## config.mk

```make
export PLATFORM = sky130hd
export DESIGN_NAME = i2c_slave_status
export DESIGN_NICKNAME = d
export VERILOG_FILES = /design/src/rtl/i2c_slave_status.sv
export SDC_FILE = /design/constraint.sdc
export NUM_CORES = 1
export LEC_CHECK = 0
export BUFFER_PORTS_ARGS = -buffer_cell sky130_fd_sc_hd__buf_2
export CORE_UTILIZATION = 45
export CTS_BUF_LIST = sky130_fd_sc_hd__clkbuf_8
export DETAILED_ROUTE_END_ITERATION = 8
export MAX_ROUTING_LAYER = met4
export PLACE_DENSITY = 0.77
export SLEW_MARGIN = 20
export SYNTH_ARGS = -nofsm -noshare
export SYNTH_HDL_FRONTEND = slang
export SYNTH_SLANG_ARGS = --single-unit
```

## constraint.sdc

```tcl
create_clock -name clk -period 2.4 [get_ports clk]
set_clock_uncertainty 0.05 [all_clocks]
set_input_delay 0.48 -clock clk [delete_from_list [all_inputs] [get_ports clk]]
set_output_delay 0.48 -clock clk [all_outputs]
set_load 0.01 [all_outputs]
```

## src/rtl/i2c_slave_status.sv

```systemverilog
module i2c_slave_status (
  input  logic       clk,
  input  logic       rst_n,
  input  logic       en,
  input  logic       scl,
  input  logic       sda,
  input  logic       mode10,
  input  logic [9:0] own_addr,
  input  logic       addr_wr,
  input  logic       cfg_wr,
  input  logic [1:0] cfg_wdata,
  input  logic       buf_rd,
  input  logic       tx_load,
  output logic [7:0] status,
  output logic       slew_cfg,
  output logic       smbus_cfg,
  output logic       data_flag,
  output logic       stop_flag,
  output logic       start_flag,
  output logic       rw_flag,
  output logic       upd_flag,
  output logic       full_flag
);

  typedef enum logic [2:0] {PH_IDLE, PH_HDR, PH_LOW, PH_WR, PH_RD} ph_t;

  ph_t        ph;
  logic       scl_q, sda_q, ten_hit;
  logic [3:0] cnt;
  logic [7:0] sh;

  wire start_ev = en & scl & scl_q & sda_q & ~sda;
  wire stop_ev  = en & scl & scl_q & ~sda_q & sda;
  wire scl_rise = en & scl & ~scl_q;
  wire scl_fall = en & ~scl & scl_q;
  wire busy     = (ph != PH_IDLE);
  wire ack_ev   = scl_rise & busy & (cnt == 4'd8);
  wire nack_ev  = ack_ev & sda;
  wire tx_done  = scl_fall & (ph == PH_RD) & (cnt == 4'd8) & data_flag;

  wire [7:0] byte_in = {sh[6:0], sda};
  wire hdr_ok = (byte_in[7:3] == 5'b11110) && (byte_in[2:1] == own_addr[9:8]);
  wire m7     = !mode10 && (byte_in[7:1] == own_addr[6:0]);
  wire m10w   = mode10 && hdr_ok && !byte_in[0];
  wire m10r   = mode10 && hdr_ok && byte_in[0] && ten_hit;
  wire mlow   = (byte_in == own_addr[7:0]);

  assign status = {slew_cfg, smbus_cfg, data_flag, stop_flag,
                   start_flag, rw_flag, upd_flag, full_flag};

  always_ff @(posedge clk or negedge rst_n) begin
    if (!rst_n) begin
      scl_q      <= 1'b1;
      sda_q      <= 1'b1;
      ph         <= PH_IDLE;
      cnt        <= 4'd0;
      sh         <= 8'd0;
      ten_hit    <= 1'b0;
      slew_cfg   <= 1'b0;
      smbus_cfg  <= 1'b0;
      data_flag  <= 1'b0;
      stop_flag  <= 1'b0;
      start_flag <= 1'b0;
      rw_flag    <= 1'b0;
      upd_flag   <= 1'b0;
      full_flag  <= 1'b0;
    end else begin
      scl_q <= scl;
      sda_q <= sda;
      if (cfg_wr) {slew_cfg, smbus_cfg} <= cfg_wdata;
      if (addr_wr) upd_flag <= 1'b0;
      if (buf_rd) full_flag <= 1'b0;
      if (tx_load && ph == PH_RD) full_flag <= 1'b1;

      if (!en) begin
        ph         <= PH_IDLE;
        cnt        <= 4'd0;
        ten_hit    <= 1'b0;
        start_flag <= 1'b0;
        stop_flag  <= 1'b0;
      end else if (start_ev) begin
        start_flag <= 1'b1;
        stop_flag  <= 1'b0;
        rw_flag    <= 1'b0;
        ph         <= PH_HDR;
        cnt        <= 4'd0;
      end else if (stop_ev) begin
        stop_flag  <= 1'b1;
        start_flag <= 1'b0;
        rw_flag    <= 1'b0;
        ten_hit    <= 1'b0;
        ph         <= PH_IDLE;
        cnt        <= 4'd0;
      end else if (scl_rise && busy) begin
        if (cnt == 4'd8) begin
          cnt <= 4'd0;
          if (sda) begin
            rw_flag <= 1'b0;
            ten_hit <= 1'b0;
            ph      <= PH_IDLE;
          end
        end else begin
          sh  <= byte_in;
          cnt <= cnt + 4'd1;
          if (cnt == 4'd7) begin
            case (ph)
              PH_HDR: begin
                if (m7) begin
                  ph        <= byte_in[0] ? PH_RD : PH_WR;
                  rw_flag   <= byte_in[0];
                  data_flag <= 1'b0;
                  full_flag <= 1'b1;
                end else if (m10w) begin
                  ph        <= PH_LOW;
                  rw_flag   <= 1'b0;
                  data_flag <= 1'b0;
                  full_flag <= 1'b1;
                  upd_flag  <= 1'b1;
                end else if (m10r) begin
                  ph        <= PH_RD;
                  rw_flag   <= 1'b1;
                  data_flag <= 1'b0;
                  full_flag <= 1'b1;
                end else begin
                  ph <= PH_IDLE;
                end
              end
              PH_LOW: begin
                if (mlow) begin
                  ph        <= PH_WR;
                  ten_hit   <= 1'b1;
                  data_flag <= 1'b0;
                  full_flag <= 1'b1;
                  upd_flag  <= 1'b1;
                end else begin
                  ph <= PH_IDLE;
                end
              end
              PH_WR: begin
                data_flag <= 1'b1;
                full_flag <= 1'b1;
              end
              PH_RD: data_flag <= 1'b1;
              default: ;
            endcase
          end
        end
      end else if (tx_done) begin
        full_flag <= 1'b0;
      end
    end
  end

  AST_FLAGS_EXCL: assert property (@(posedge clk) disable iff (!rst_n)
    !(start_flag && stop_flag));
  AST_START_SETS: assert property (@(posedge clk) disable iff (!rst_n)
    start_ev |=> start_flag && !stop_flag);
  AST_STOP_SETS: assert property (@(posedge clk) disable iff (!rst_n)
    stop_ev |=> stop_flag && !start_flag);
  AST_EN_CLEARS: assert property (@(posedge clk) disable iff (!rst_n)
    !en |=> !start_flag && !stop_flag);
  AST_CFG_LOAD: assert property (@(posedge clk) disable iff (!rst_n)
    cfg_wr |=> {slew_cfg, smbus_cfg} == $past(cfg_wdata));
  AST_STOP_RW: assert property (@(posedge clk) disable iff (!rst_n)
    stop_ev |=> !rw_flag);
  AST_NACK_RW: assert property (@(posedge clk) disable iff (!rst_n)
    nack_ev |=> !rw_flag);
  AST_UPD_MODE: assert property (@(posedge clk) disable iff (!rst_n)
    $rose(upd_flag) |-> $past(mode10));

endmodule

```

==> impl_metrics.json <==
{
  "post_synth_fa_ha_maj_area_fraction_pct": 1.547,
  "synth_cell_type_count": 46,
  "die_h_um": 61.96,
  "postCtsSetupRepairBufs": 0,
  "totalWireLength_um": 3259,
  "number_of_flops_mapped_to_enable_cells_by_yosys": 0,
  "floorplan.io_pins": 38,
  "final_nets": 224,
  "cellLeakagePower_nw": 0.7812,
  "placed_cell_area_um2": 1789,
  "clkSinkCount": 25,
  "buffer_levels_on_the_longest_clock_path": 2,
  "vias_in_the_first_global_route": 1172,
  "yosysSeqAreaShare_pct": 38.82,
  "synth_compound_gate_area_share_pct": 15.78,
  "cts_tree": "done",
  "synth_top_cell_area_share_pct": 35.58,
  "simple_gate_share_of_the_synthesized_area_pct": 19.49,
  "status": "completed",
  "die-area_um2": 3839,
  "avgViaCountPerCell": 5.661,
  "hold_slack_ns": 0.1353,
  "core_area_um2": 3390,
  "yosys.area.top_type": "sky130_fd_sc_hd__dfrtp_1",
  "final-setup-viol-count": 0,
  "antenna_found_initial": 0,
  "ys_seq_elements": 25,
  "power.density_nw_per_um2": 538.9,
  "cts-htree-levels": 1,
  "finalHoldViolCount": 0,
  "cp-start-kind": "register",
  "drt_initial_violations": 68,
  "timing.slew.headroom_pct": 57.32,
  "antenna_cells": 0,
  "worst_hold_path_type": "primary input to async pin",
  "die_width_um": 61.96,
  "post-route-min-period_ns": 1.991,
  "grt_start_max_net_pins": 26,
  "route.detailed.drc": 0,
  "rows": 21,
  "rsz0062_at_grt": "false",
  "worst_setup_hold_path_clk_slew_ns": 0.09,
  "yosys-top-cells-area": "sky130_fd_sc_hd__dfrtp_1 36%, sky130_fd_sc_hd__xnor2_1 7.6%, sky130_fd_sc_hd__mux2_2 6.3%",
  "clock.fmax_ghz": 0.5022,
  "grt_usage_pct": 19.17,
  "finalCritPeriodShare_pct": 82.96,
  "post-dp-hpwl_um": 2552,
  "synth.yosys.warnings": 0,
  "cts-buffers-inserted": 3,
  "synthArstFlopShare_pct": 100.0,
  "cts_resized": 0,
  "growth_of_design_area_from_synthesis_to_finish_pct": 13.46,
  "crit_path_dat_ns": 2.10,
  "port_buffers": 37,
  "regToRegSetupSlack_ns": 0.41,
  "initial_utilization_pct": 47.73,
  "required_ns": 2.51,
  "timing.final.max_slew_violations": 0,
  "worstMarginPinSlew_ns": 0.6344,
  "synth_xor_xnor_area_share_pct": 10.29,
  "wire_per_inst_um": 13.30,
  "path_class": "register to register",
  "post_synth_instance_area_um2": 1618,
  "detailed_routing_iterations_pass_1": 4,
  "routabilityCongestion": 0.8955,
  "grt_pass1_wl_um": 5195,
  "synthMuxAreaShare_pct": 6.883,
  "cts_hold_buffers": 0,
  "worst_setup_path_end_kind": "register",
  "overflow_after_grt": 0,
  "dominantRegCellSynth": "sky130_fd_sc_hd__dfrtp_1",
  "synth_top_family_by_area": "simple AND/OR/NAND/NOR gates",
  "clk_latency_ns": 0.27,
  "ant_nets": 0,
  "final_area_um2": 1836,
  "cp_max_fo": 5,
  "syn-mean-instance-area_um2": 9.573,
  "drive_gt1_share_pct": 31.66,
  "max-vdd-ir-drop_v": 0.0004345,
  "netlist_instances": 169,
  "synthesis.nets": 193,
  "cap_viol_max_count": 0,
  "clock_tree.root_cell": "sky130_fd_sc_hd__clkbuf_8",
  "vias": 1387,
  "setup-tns-final_ns": 0,
  "post-route-util_pct": 54.15
}
area by class of cell:
class	instances	area [µm²]
flip-flops and latches	25	628.1
well taps	46	57.56
multi-input cells	124	873.3
fillers	322	1554
repair buffers	40	207.7
clock inverters	1	5.005
inverters	6	22.52
clock buffers	3	41.29
critical path, stage by stage (launching register included):
cell and delay (ns):
sky130_fd_sc_hd__dfrtp_1 0.45, sky130_fd_sc_hd__xor2_1 0.19, sky130_fd_sc_hd__or4_4 0.55, sky130_fd_sc_hd__o22ai_2 0.23, sky130_fd_sc_hd__o21ai_1 0.10, sky130_fd_sc_hd__a211o_1 0.31
sequential cells by signal, summed over array words and instances, names as in the netlist:
register    cells
sh              7
cnt             4
ph              3
data_flag       1
full_flag       1
rw_flag         1
scl_q           1
sda_q           1
slew_cfg        1
smbus_cfg       1
start_flag      1
stop_flag       1
ten_hit         1
upd_flag        1
logic make-up after synthesis:
| kind of cell | after synthesis |
|---|---|
| muxes | 10 |
| and+or+nand+nor | 56 |
| AOI/OAI and AO/OA | 37 |
| adders and majority gates | 2 |
| xor gates and xnor gates | 19 |
| DFF | 25 |
| buffers and inverters | 20 |
metal layers:
| metal | wire [µm] | global-route usage (%) | part of all wire, % |
|---|---|---|---|
| met2 | 1479 | 29.64 | 45 |
| met1 | 1530 | 25.81 | 47 |
| met4 | 10 | 3.175 | 0.31 |
| met5 | 0 | - | 0 |
| met3 | 239 | 4.762 | 7.3 |
path summary, 6_finish.rpt:
| kind | start | end | depth (start not counted) |
|---|---|---|---|
| hold / removal | rst_n | smbus_cfg$_DFFE_PN0P_ | 1 |
| min in group clk | scl | scl_q$_DFF_PN1_ | 1 |
| setup reg to reg | sh[1]$_DFFE_PN0P_ | data_flag$_DFFE_PN0P_ | 5 |
| max in group asynchronous | rst_n | scl_q$_DFF_PN1_ | 1 |
| hold reg to reg | smbus_cfg$_DFFE_PN0P_ | smbus_cfg$_DFFE_PN0P_ | 1 |
| setup / recovery | sh[1]$_DFFE_PN0P_ | data_flag$_DFFE_PN0P_ | 5 |
power by group:
part | total [W] | switching, W | internal, W
combinational | 0.000220 | 0.0000999 | 0.000120
sequential | 0.000520 | 0.0000588 | 0.000461
clock | 0.000249 | 0.000133 | 0.000116
metrics by stage:
| step | total power (W) | std cells | setup WS [ns] |
|---|---|---|---|
| after floorplan | 0.0006821 | 169 | 0.5429 |
| after global placement | 0.0007428 | 241 | 0.3304 |
| after detailed placement | 0.0007511 | 241 | 0.3074 |
| after CTS | 0.0009989 | 245 | 0.4057 |
| after global routing | 0.001047 | 245 | 0.3343 |
| final | 0.0009891 | 245 | 0.4089 |
cells in the final DEF (no fill, tap or decap), types with 5 or more instances in the layout:
cell	instances
sky130_fd_sc_hd__xor2_1	5
sky130_fd_sc_hd__nor2_1	9
sky130_fd_sc_hd__buf_2	37
sky130_fd_sc_hd__nand2_1	13
sky130_fd_sc_hd__dfrtp_1	23
sky130_fd_sc_hd__nand3_1	5
sky130_fd_sc_hd__nor3_1	5
sky130_fd_sc_hd__o21ai_0	5
sky130_fd_sc_hd__a21oi_1	7
sky130_fd_sc_hd__xnor2_1	14
sky130_fd_sc_hd__mux2_2	9
sky130_fd_sc_hd__inv_1	6
synthesized netlist by cell type, types with 2 or more instances:
master,number
sky130_fd_sc_hd__a21oi_1,7
sky130_fd_sc_hd__a311oi_1,2
sky130_fd_sc_hd__a31oi_1,4
sky130_fd_sc_hd__buf_2,3
sky130_fd_sc_hd__buf_4,8
sky130_fd_sc_hd__clkbuf_1,2
sky130_fd_sc_hd__dfrtp_1,23
sky130_fd_sc_hd__dfstp_2,2
sky130_fd_sc_hd__ha_1,2
sky130_fd_sc_hd__inv_1,6
sky130_fd_sc_hd__mux2_2,9
sky130_fd_sc_hd__nand2_1,13
sky130_fd_sc_hd__nand3_1,5
sky130_fd_sc_hd__nand3b_1,3
sky130_fd_sc_hd__nand4_1,4
sky130_fd_sc_hd__nand4b_1,4
sky130_fd_sc_hd__nor2_1,9
sky130_fd_sc_hd__nor2b_1,2
sky130_fd_sc_hd__nor3_1,5
sky130_fd_sc_hd__nor4_1,3
sky130_fd_sc_hd__o21ai_0,5
sky130_fd_sc_hd__o21ai_1,3
sky130_fd_sc_hd__o31ai_1,3
sky130_fd_sc_hd__o41ai_1,2
sky130_fd_sc_hd__or4_4,2
sky130_fd_sc_hd__xnor2_1,14
sky130_fd_sc_hd__xor2_1,5
No activity file was read; power rests on OpenSTA's default activity.
